$ cat src/rtl/sfs_pkg.sv
package sfs_pkg;
  // Strobes issued by the sequencer to the datapath, one system cycle wide.
  typedef struct packed {
    logic fallTick;     // sck falls at this edge, next bit begins
    logic riseTick;     // sck rises at this edge, rxd is sampled
    logic loadAudio;    // next bit is bit 0: take in words, start audio slot
    logic loadCtrl;     // next bit is the secondary sync point, start control slot
    logic rxShiftEn;    // current bit lies in an active receive slot
    logic rxAudioDone;  // last audio bit is being sampled
    logic rxCtrlDone;   // last control bit is being sampled
  } sfsStrobes_t;
endpackage

$ cat src/rtl/sfs_ctrl.sv
module sfs_ctrl
  import sfs_pkg::*;
#(
  parameter int CLK_DIV    = 4,
  parameter int FRAME_BITS = 128,
  parameter int WORD_BITS  = 16
) (
  input  logic        clk,
  input  logic        rst,
  input  logic        audioLsb,
  output logic        sck,
  output sfsStrobes_t strobes
);
  localparam int DIV_W     = (CLK_DIV > 2) ? $clog2(CLK_DIV) : 1;
  localparam int BIT_W     = $clog2(FRAME_BITS);
  localparam int HALF_BITS = FRAME_BITS / 2;

  logic [DIV_W-1:0] divCnt;
  logic [BIT_W-1:0] bitCnt;
  logic [BIT_W-1:0] nextBit;
  logic             secReq;
  logic             fallTick;
  logic             riseTick;
  logic             inAudio;
  logic             inCtrl;

  assign fallTick = (divCnt == DIV_W'(CLK_DIV - 1));
  assign riseTick = (divCnt == DIV_W'(CLK_DIV / 2 - 1));
  assign nextBit  = (bitCnt == BIT_W'(FRAME_BITS - 1)) ? '0 : bitCnt + 1'b1;
  assign inAudio  = (bitCnt < BIT_W'(WORD_BITS));
  assign inCtrl   = secReq && (bitCnt >= BIT_W'(HALF_BITS))
                           && (bitCnt < BIT_W'(HALF_BITS + WORD_BITS));

  always_ff @(posedge clk) begin
    if (rst) begin
      divCnt <= '0;
      bitCnt <= BIT_W'(FRAME_BITS - 1);
      sck    <= 1'b0;
      secReq <= 1'b0;
    end else begin
      divCnt <= fallTick ? '0 : divCnt + 1'b1;
      if (riseTick) sck <= 1'b1;
      if (fallTick) begin
        sck    <= 1'b0;
        bitCnt <= nextBit;
        if (nextBit == '0) secReq <= audioLsb;
      end
    end
  end

  always_comb begin
    strobes             = '0;
    strobes.fallTick    = fallTick;
    strobes.riseTick    = riseTick;
    strobes.loadAudio   = fallTick && (nextBit == '0);
    strobes.loadCtrl    = fallTick && secReq && (nextBit == BIT_W'(HALF_BITS));
    strobes.rxShiftEn   = riseTick && (inAudio || inCtrl);
    strobes.rxAudioDone = riseTick && (bitCnt == BIT_W'(WORD_BITS - 1));
    strobes.rxCtrlDone  = riseTick && secReq
                          && (bitCnt == BIT_W'(HALF_BITS + WORD_BITS - 1));
  end
endmodule

$ cat src/rtl/sfs_datapath.sv
module sfs_datapath
  import sfs_pkg::*;
#(
  parameter int WORD_BITS = 16
) (
  input  logic                 clk,
  input  logic                 rst,
  input  sfsStrobes_t          strobes,
  input  logic [WORD_BITS-1:0] audioTx,
  input  logic [WORD_BITS-1:0] ctrlTx,
  input  logic                 rxd,
  output logic                 fs,
  output logic                 txd,
  output logic [WORD_BITS-1:0] rxAudio,
  output logic                 rxAudioValid,
  output logic [WORD_BITS-1:0] rxCtrl,
  output logic                 rxCtrlValid
);
  logic [WORD_BITS-1:0] ctrlHold;
  logic [WORD_BITS-1:0] txShift;
  logic [WORD_BITS-1:0] rxShift;
  logic [WORD_BITS-1:0] rxWord;

  assign txd    = txShift[WORD_BITS-1];
  assign rxWord = {rxShift[WORD_BITS-2:0], rxd};

  always_ff @(posedge clk) begin
    if (rst) begin
      ctrlHold <= '0;
      txShift  <= '0;
      fs       <= 1'b0;
    end else if (strobes.fallTick) begin
      fs <= strobes.loadAudio || strobes.loadCtrl;
      if (strobes.loadAudio) begin
        txShift  <= audioTx;
        ctrlHold <= ctrlTx;
      end else if (strobes.loadCtrl) begin
        txShift <= ctrlHold;
      end else begin
        txShift <= {txShift[WORD_BITS-2:0], 1'b0};
      end
    end
  end

  always_ff @(posedge clk) begin
    if (rst) begin
      rxShift      <= '0;
      rxAudio      <= '0;
      rxCtrl       <= '0;
      rxAudioValid <= 1'b0;
      rxCtrlValid  <= 1'b0;
    end else begin
      rxAudioValid <= strobes.rxAudioDone;
      rxCtrlValid  <= strobes.rxCtrlDone;
      if (strobes.rxShiftEn)   rxShift <= rxWord;
      if (strobes.rxAudioDone) rxAudio <= rxWord;
      if (strobes.rxCtrlDone)  rxCtrl  <= rxWord;
    end
  end
endmodule

$ cat src/rtl/sfs_top.sv
module sfs_top
  import sfs_pkg::*;
#(
  parameter int CLK_DIV    = 4,
  parameter int FRAME_BITS = 128,
  parameter int WORD_BITS  = 16
) (
  input  logic                 clk,
  input  logic                 rst,
  input  logic [WORD_BITS-1:0] audioTx,
  input  logic [WORD_BITS-1:0] ctrlTx,
  input  logic                 rxd,
  output logic                 sck,
  output logic                 fs,
  output logic                 txd,
  output logic [WORD_BITS-1:0] rxAudio,
  output logic                 rxAudioValid,
  output logic [WORD_BITS-1:0] rxCtrl,
  output logic                 rxCtrlValid
);
  sfsStrobes_t strobes;

  sfs_ctrl #(
    .CLK_DIV(CLK_DIV), .FRAME_BITS(FRAME_BITS), .WORD_BITS(WORD_BITS)
  ) uCtrl (
    .clk(clk), .rst(rst), .audioLsb(audioTx[0]), .sck(sck), .strobes(strobes)
  );

  sfs_datapath #(.WORD_BITS(WORD_BITS)) uData (
    .clk(clk), .rst(rst), .strobes(strobes),
    .audioTx(audioTx), .ctrlTx(ctrlTx), .rxd(rxd),
    .fs(fs), .txd(txd),
    .rxAudio(rxAudio), .rxAudioValid(rxAudioValid),
    .rxCtrl(rxCtrl), .rxCtrlValid(rxCtrlValid)
  );
endmodule

$ cat config.mk
export PLATFORM = sky130hd
export DESIGN_NAME = sfs_top
export DESIGN_NICKNAME = d
export VERILOG_FILES = /design/src/rtl/sfs_pkg.sv /design/src/rtl/sfs_ctrl.sv /design/src/rtl/sfs_datapath.sv /design/src/rtl/sfs_top.sv
export SDC_FILE = /design/constraint.sdc
export NUM_CORES = 1
export LEC_CHECK = 0
export BUFFER_PORTS_ARGS = -buffer_cell sky130_fd_sc_hd__buf_2
export CAP_MARGIN = 20
export CORE_MARGIN = 4
export CORE_UTILIZATION = 45
export CTS_CLUSTER_DIAMETER = 200
export DETAILED_ROUTE_END_ITERATION = 16
export PLACE_DENSITY = 0.68
export SLEW_MARGIN = 20
export SYNTH_ARGS = -nofsm -noshare
export SYNTH_HDL_FRONTEND = slang
export SYNTH_SLANG_ARGS = --single-unit
$ cat constraint.sdc
create_clock -name clk -period 1.9 [get_ports clk]
set_clock_uncertainty 0.15 [all_clocks]
set_input_delay 0 -clock clk [delete_from_list [all_inputs] [get_ports clk]]
set_output_delay 0 -clock clk [all_outputs]
set_load 0.01 [all_outputs]
---- Yosys cells after proc, flatten, opt, wreduce, memory -nomap -nowiden ----
Cells that the tools add are included.
Widths: inputs -> output; s select.
operators by class
  add/subtract/negate cells ............... 2
  $lt $le $gt $ge ......................... 3
  equal/unequal tests ..................... 6
  muxes and demuxes ....................... 3
  reduce and logical (&&, ||, !) cells .... 15
operator list
  operator             number
  $mux 16              2
  $eq 7x7->1 const B   3
  $logic_and 1x1->1    9
  $add 7x1->7 const B  1
  $eq 7x4->1 const B   1
  $ge 7x7->1 const B   1
  $logic_not 7->1      1
  $lt 7x5->1 const B   1
  $lt 7x7->1 const B   1
  $mux 7               1
  $reduce_and 2->1     2
  $add 2x1->2 const B  1
  $eq 2x1->1 const B   1
  $eq 2x2->1 const B   1
  $logic_or 1x1->1     2
  $reduce_or 2->1      1
storage, ports and cells
  register bits after elaboration ......... 93
  input bits .............................. 35
  output and inout port bits .............. 37
  word-level logic and storage cells ...... 41

---- Logic depth before layout (Yosys ltp) ----
  depth in word-level cells ............... 6
  mapped depth ............................ 9
  mapped depth without buffers ............ 7

---- By module ----
From an unflattened synthesis, not the netlist that was laid out.
second synthesis, totals
  cells, all modules ...................... 404
  area, all modules ....................... 4082.7 sq um
modules (own cells, without submodules)
  module        instances  cells each  area an instance (sq um)  sequential area each (sq um)
  sfs_datapath  1          328         3393.3                    1641.6
  sfs_ctrl      1          76          689.4                     220.2

---- Worst setup path before layout ----
No wires, ideal clock.
  path type ............................... register to register
  start point ............................. register uCtrl.bitCnt[0]
  end point ............................... register uData.ctrlHold[10]
  setup time .............................. 0.072 ns
  arrival ................................. 1.904 ns
  data required time ...................... 1.678 ns
  setup slack ............................. -0.225 ns
  cell stages (with the launch flop) ...... 9
  buffers on the path ..................... 2
  clock period less this slack ............ 2.125 ns
  cells stage by stage .................... dfxtp_1 -> ha_1 -> and3_1 -> buf_4 -> nand2_1 -> nand3_1 -> a21oi_4 -> buf_6 -> mux2i_1
between the ends
  cells in the longest elaborated chain, start to end .. 5
  elaborated cells on any way between the ends .. 6
  those cells by class .................... 1 x add/sub; 1 x eq/ne; 1 x mux; 3 x reduce/logical
RTL lines
  item                                       line                text
  start, declared                            sfs_ctrl.sv:19      logic [BIT_W-1:0] bitCnt;
  start signal, assigned                     sfs_ctrl.sv:37      bitCnt <= BIT_W'(FRAME_BITS - 1);
  start signal, assigned                     sfs_ctrl.sv:45      bitCnt <= nextBit;
  $add 7x1->7 or $eq 7x7->1 (tied branches)  sfs_ctrl.sv:29      assign nextBit = (bitCnt == BIT_W'(FRAME_BITS - 1)) ? '0 : bitCnt + 1'b1;
  $mux 7 (*)                                 sfs_ctrl.sv:29
  $logic_not 7->1 (*)                        sfs_ctrl.sv:55      strobes.loadAudio = fallTick && (nextBit == '0);
  $logic_and 1x1->1 (*)                      sfs_ctrl.sv:55
  $reduce_and 2->1 (no source line) (*)      -
  end signal, assigned                       sfs_datapath.sv:36  ctrlHold <= ctrlTx;
  end, declared                              sfs_datapath.sv:19  logic [WORD_BITS-1:0] ctrlHold;
Every way passes the cells marked *; elsewhere a longest branch is shown, timed or not.
A chain may end at the register's enable or synchronous reset.

---- Final worst setup path ----
  start point ............................. register uCtrl.bitCnt[0]
  end point ............................... register uData.ctrlHold[7]
Same word-level chain as after synthesis.

==> metrics.cfg <==
[run_status]
status = finished with violations
violations = negative hold slack, negative setup slack

[route]
vias_per_cell = 5.57
drc_errors = 0
routedWlPerCell_um = 16.4
dr_total_vias = 4432
dr.pass1.iters = 5
drt_iter0_markers = 319
ant_nets = 0
drt-total-wl_mm = 13.0

[clocking]
clk_pin_slew_ns = 0.10
htreeDepth = 3
cts.path.max_buffers = 2
cts_root_buf = clkbuf_8
cts_sinks = 93
clock_latency_ns = 0.37
cts_made_buffers = 9
cts_tree = done

[timing]
setup_tns_ns = -2.56
holdWs_ns = -0.00672
period_needed_ns = 2.04
max_freq_mhz = 490
maxSlewViolCount = 0
worst_pin_slew_ns = 0.647
final.setup.worst_slack_ns = -0.139
setup_violations = 29
slew_headroom = 0.567
fin_crit_sh = 1.07
timing_hold_violations_final = 3
rsz0062_at_grt = true

[pwr]
power.total_mw = 4.67
ir_drop_mv = 0.521
power.leakage_nw = 2.53
power.density_nw_per_um2 = 754

[global_route]
grt_max_degree = 111
grt.overflow.total = 0
antenna_found_initial = 0
grt_pass1_wl_mm = 20.7
grt_pass1_vias = 4237
grt_use_total = 0.220

[cells_and_area]
finalNonFillerCells = 795
antenna_cells = 0
utilization = 0.629
final_area_um2 = 6200
area_growth_pct = 34.5
multi_input_area_um2 = 2760
seqCellArea_um2 = 1880
final_layout_size_suffix_gt1_frac = 0.299
nets = 695
fillers = 827

[placed_design]
placed_cell_area_um2 = 5400
dpl.hpwl_mm = 8.34
dp.cells = 749
place_congestion = 0.838
pre_cts_ws_ns = -0.137
io_buffers = 71

[floorplan]
rows = 36
start_util = 0.468
die_h_um = 109
io_pins = 72
die_area_um2 = 11900
core-area_um2 = 9860
die_w_um = 109

[yosys]
ys_types = 48
yosys_register_bits = 93
avgSynthCellArea_um2 = 8.34
netlist_area_um2 = 4610
synth_edf_count = 0
synth.cells.most_frequent = dfxtp_1 (93), nand2_1 (75), a21oi_1 (64)
synth_most_common_cell = dfxtp_1
netlist_instances = 553
async_flop_share = 0
synthFlopType = dfxtp_1
syn-num-nets = 591
yosys-top-cells-area = dfxtp_1 (40%), a21oi_1 (6.9%), mux2i_1 (6.9%)
synth_top_area_frac = 0.404
ys_warn_count = 0
ys_seq_area_frac = 0.404
yosysTopAreaCell = dfxtp_1

[setup_path]
crit_buf_inv = 3
arrival_ns = 2.19
worst_setup_path_start_kind = flip-flop
crit_chain = and3_4, buf_4, a31o_2, buf_12, nand3_4, a21oi_4, clkbuf_16, mux2i_1
cp_max_fo = 22
worstPathRequired_ns = 2.05
worstSetupPathType = reg -> reg
end_kind = flip-flop
r2r_slack_ns = -0.14
cp_top_family = buffers and inverters
max_stage_delay_ns = 0.41
worst_path_max_delay_cell = dfxtp_4

[worst_hold_path]
hp-class = in -> reg

[flow_run]
cap_violations = 0

-- state kept, by name (all words and copies together) (netlist names), 2 cells and up --
name / flops
uData.rxCtrl: 16
uData.txShift: 16
uCtrl.divCnt: 2
uData.rxAudio: 16
uData.ctrlHold: 16
uData.rxShift: 15
uCtrl.bitCnt: 7
-- worst min-delay path, cell delays in order --
cell and delay [ns]:
buf_2 0.12, a21oi_2 0.10, o211ai_1 0.10, nand3_2 0.10
a221oi_2 0.06
-- worst paths after layout --
path | start | to | cells after the start
max | uCtrl.bitCnt[0]$_SDFFE_PP1N_ | uData.ctrlHold[7]$_SDFFE_PP0P_ | 8
min | audioTx[2] | uData.txShift[2]$_SDFFE_PP0N_ | 5
max reg2reg | uCtrl.bitCnt[0]$_SDFFE_PP1N_ | uData.ctrlHold[7]$_SDFFE_PP0P_ | 8
min reg2reg | uCtrl.divCnt[0]$_SDFF_PP0_ | uCtrl.divCnt[0]$_SDFF_PP0_ | 1
-- cells by family (layout without fill, tap and decap cells) --
logic type,count (synthesis),count (layout),synth area share
mux,32,32,0.0695
compound gates,138,138,0.207
simple gates,216,217,0.240
xor+xnor,4,4,0.00760
flops,93,93,0.404
buf+inv,67,175,0.0640
fa+ha+maj,3,3,0.00814
-- cell type report --
| type | instances | area share |
|---|---|---|
| sequential | 93 | 0.303 |
| tap | 133 | 0.0268 |
| inverter | 17 | 0.0103 |
| timing repair buffer | 142 | 0.183 |
| multi-input combinational | 394 | 0.445 |
| clock inverter | 7 | 0.0123 |
| clock buffer | 9 | 0.0200 |
-- repair_timing --
action	4_1_cts	5_1_grt
setup buffers	3	3
pin swaps	6	30
resized for setup	17	47
cloned	1	4
setup endpoints to repair	34	63
hold buffers	20	0
endpoints found under the hold margin	34	0
-- cells in the final DEF, fill, tap and decap left out, drive strengths merged, types with 8 or more instances in the layout --
| master | synthesis | routed |
|---|---|---|
| nor2 | 32 | 32 |
| nor4b | 14 | 14 |
| or3 | 15 | 15 |
| mux2i | 32 | 32 |
| nand3 | 12 | 12 |
| o211ai | 13 | 13 |
| o21bai | 13 | 13 |
| buf | 22 | 120 |
| dfxtp | 93 | 93 |
| a31oi | 8 | 8 |
| nand4 | 9 | 9 |
| a21oi | 65 | 65 |
| inv | 17 | 21 |
| dlygate4sd3 | 0 | 20 |
| clkbuf | 28 | 11 |
| a221oi | 13 | 13 |
| nand2b | 37 | 37 |
| o21ai | 8 | 8 |
| nand2 | 75 | 76 |
-- metal layers --
layer | track usage | share of wire | up-vias
met5 | 0 | 0 | -
met4 | 0.0597 | 0.014 | 0
met3 | 0.0557 | 0.065 | 17
met2 | 0.341 | 0.47 | 126
met1 | 0.304 | 0.45 | 2126
li1 | - | - | 2163
-- power by group --
group | switching [mW] | total (mW) | internal, mW
Sequential | 0.0610 | 2.07 | 2.01
Combinational | 0.688 | 1.28 | 0.590
Clock | 0.805 | 1.33 | 0.523
Total | 1.55 | 4.67 | 3.12
Note: power is estimated with default switching activity, not from simulation.
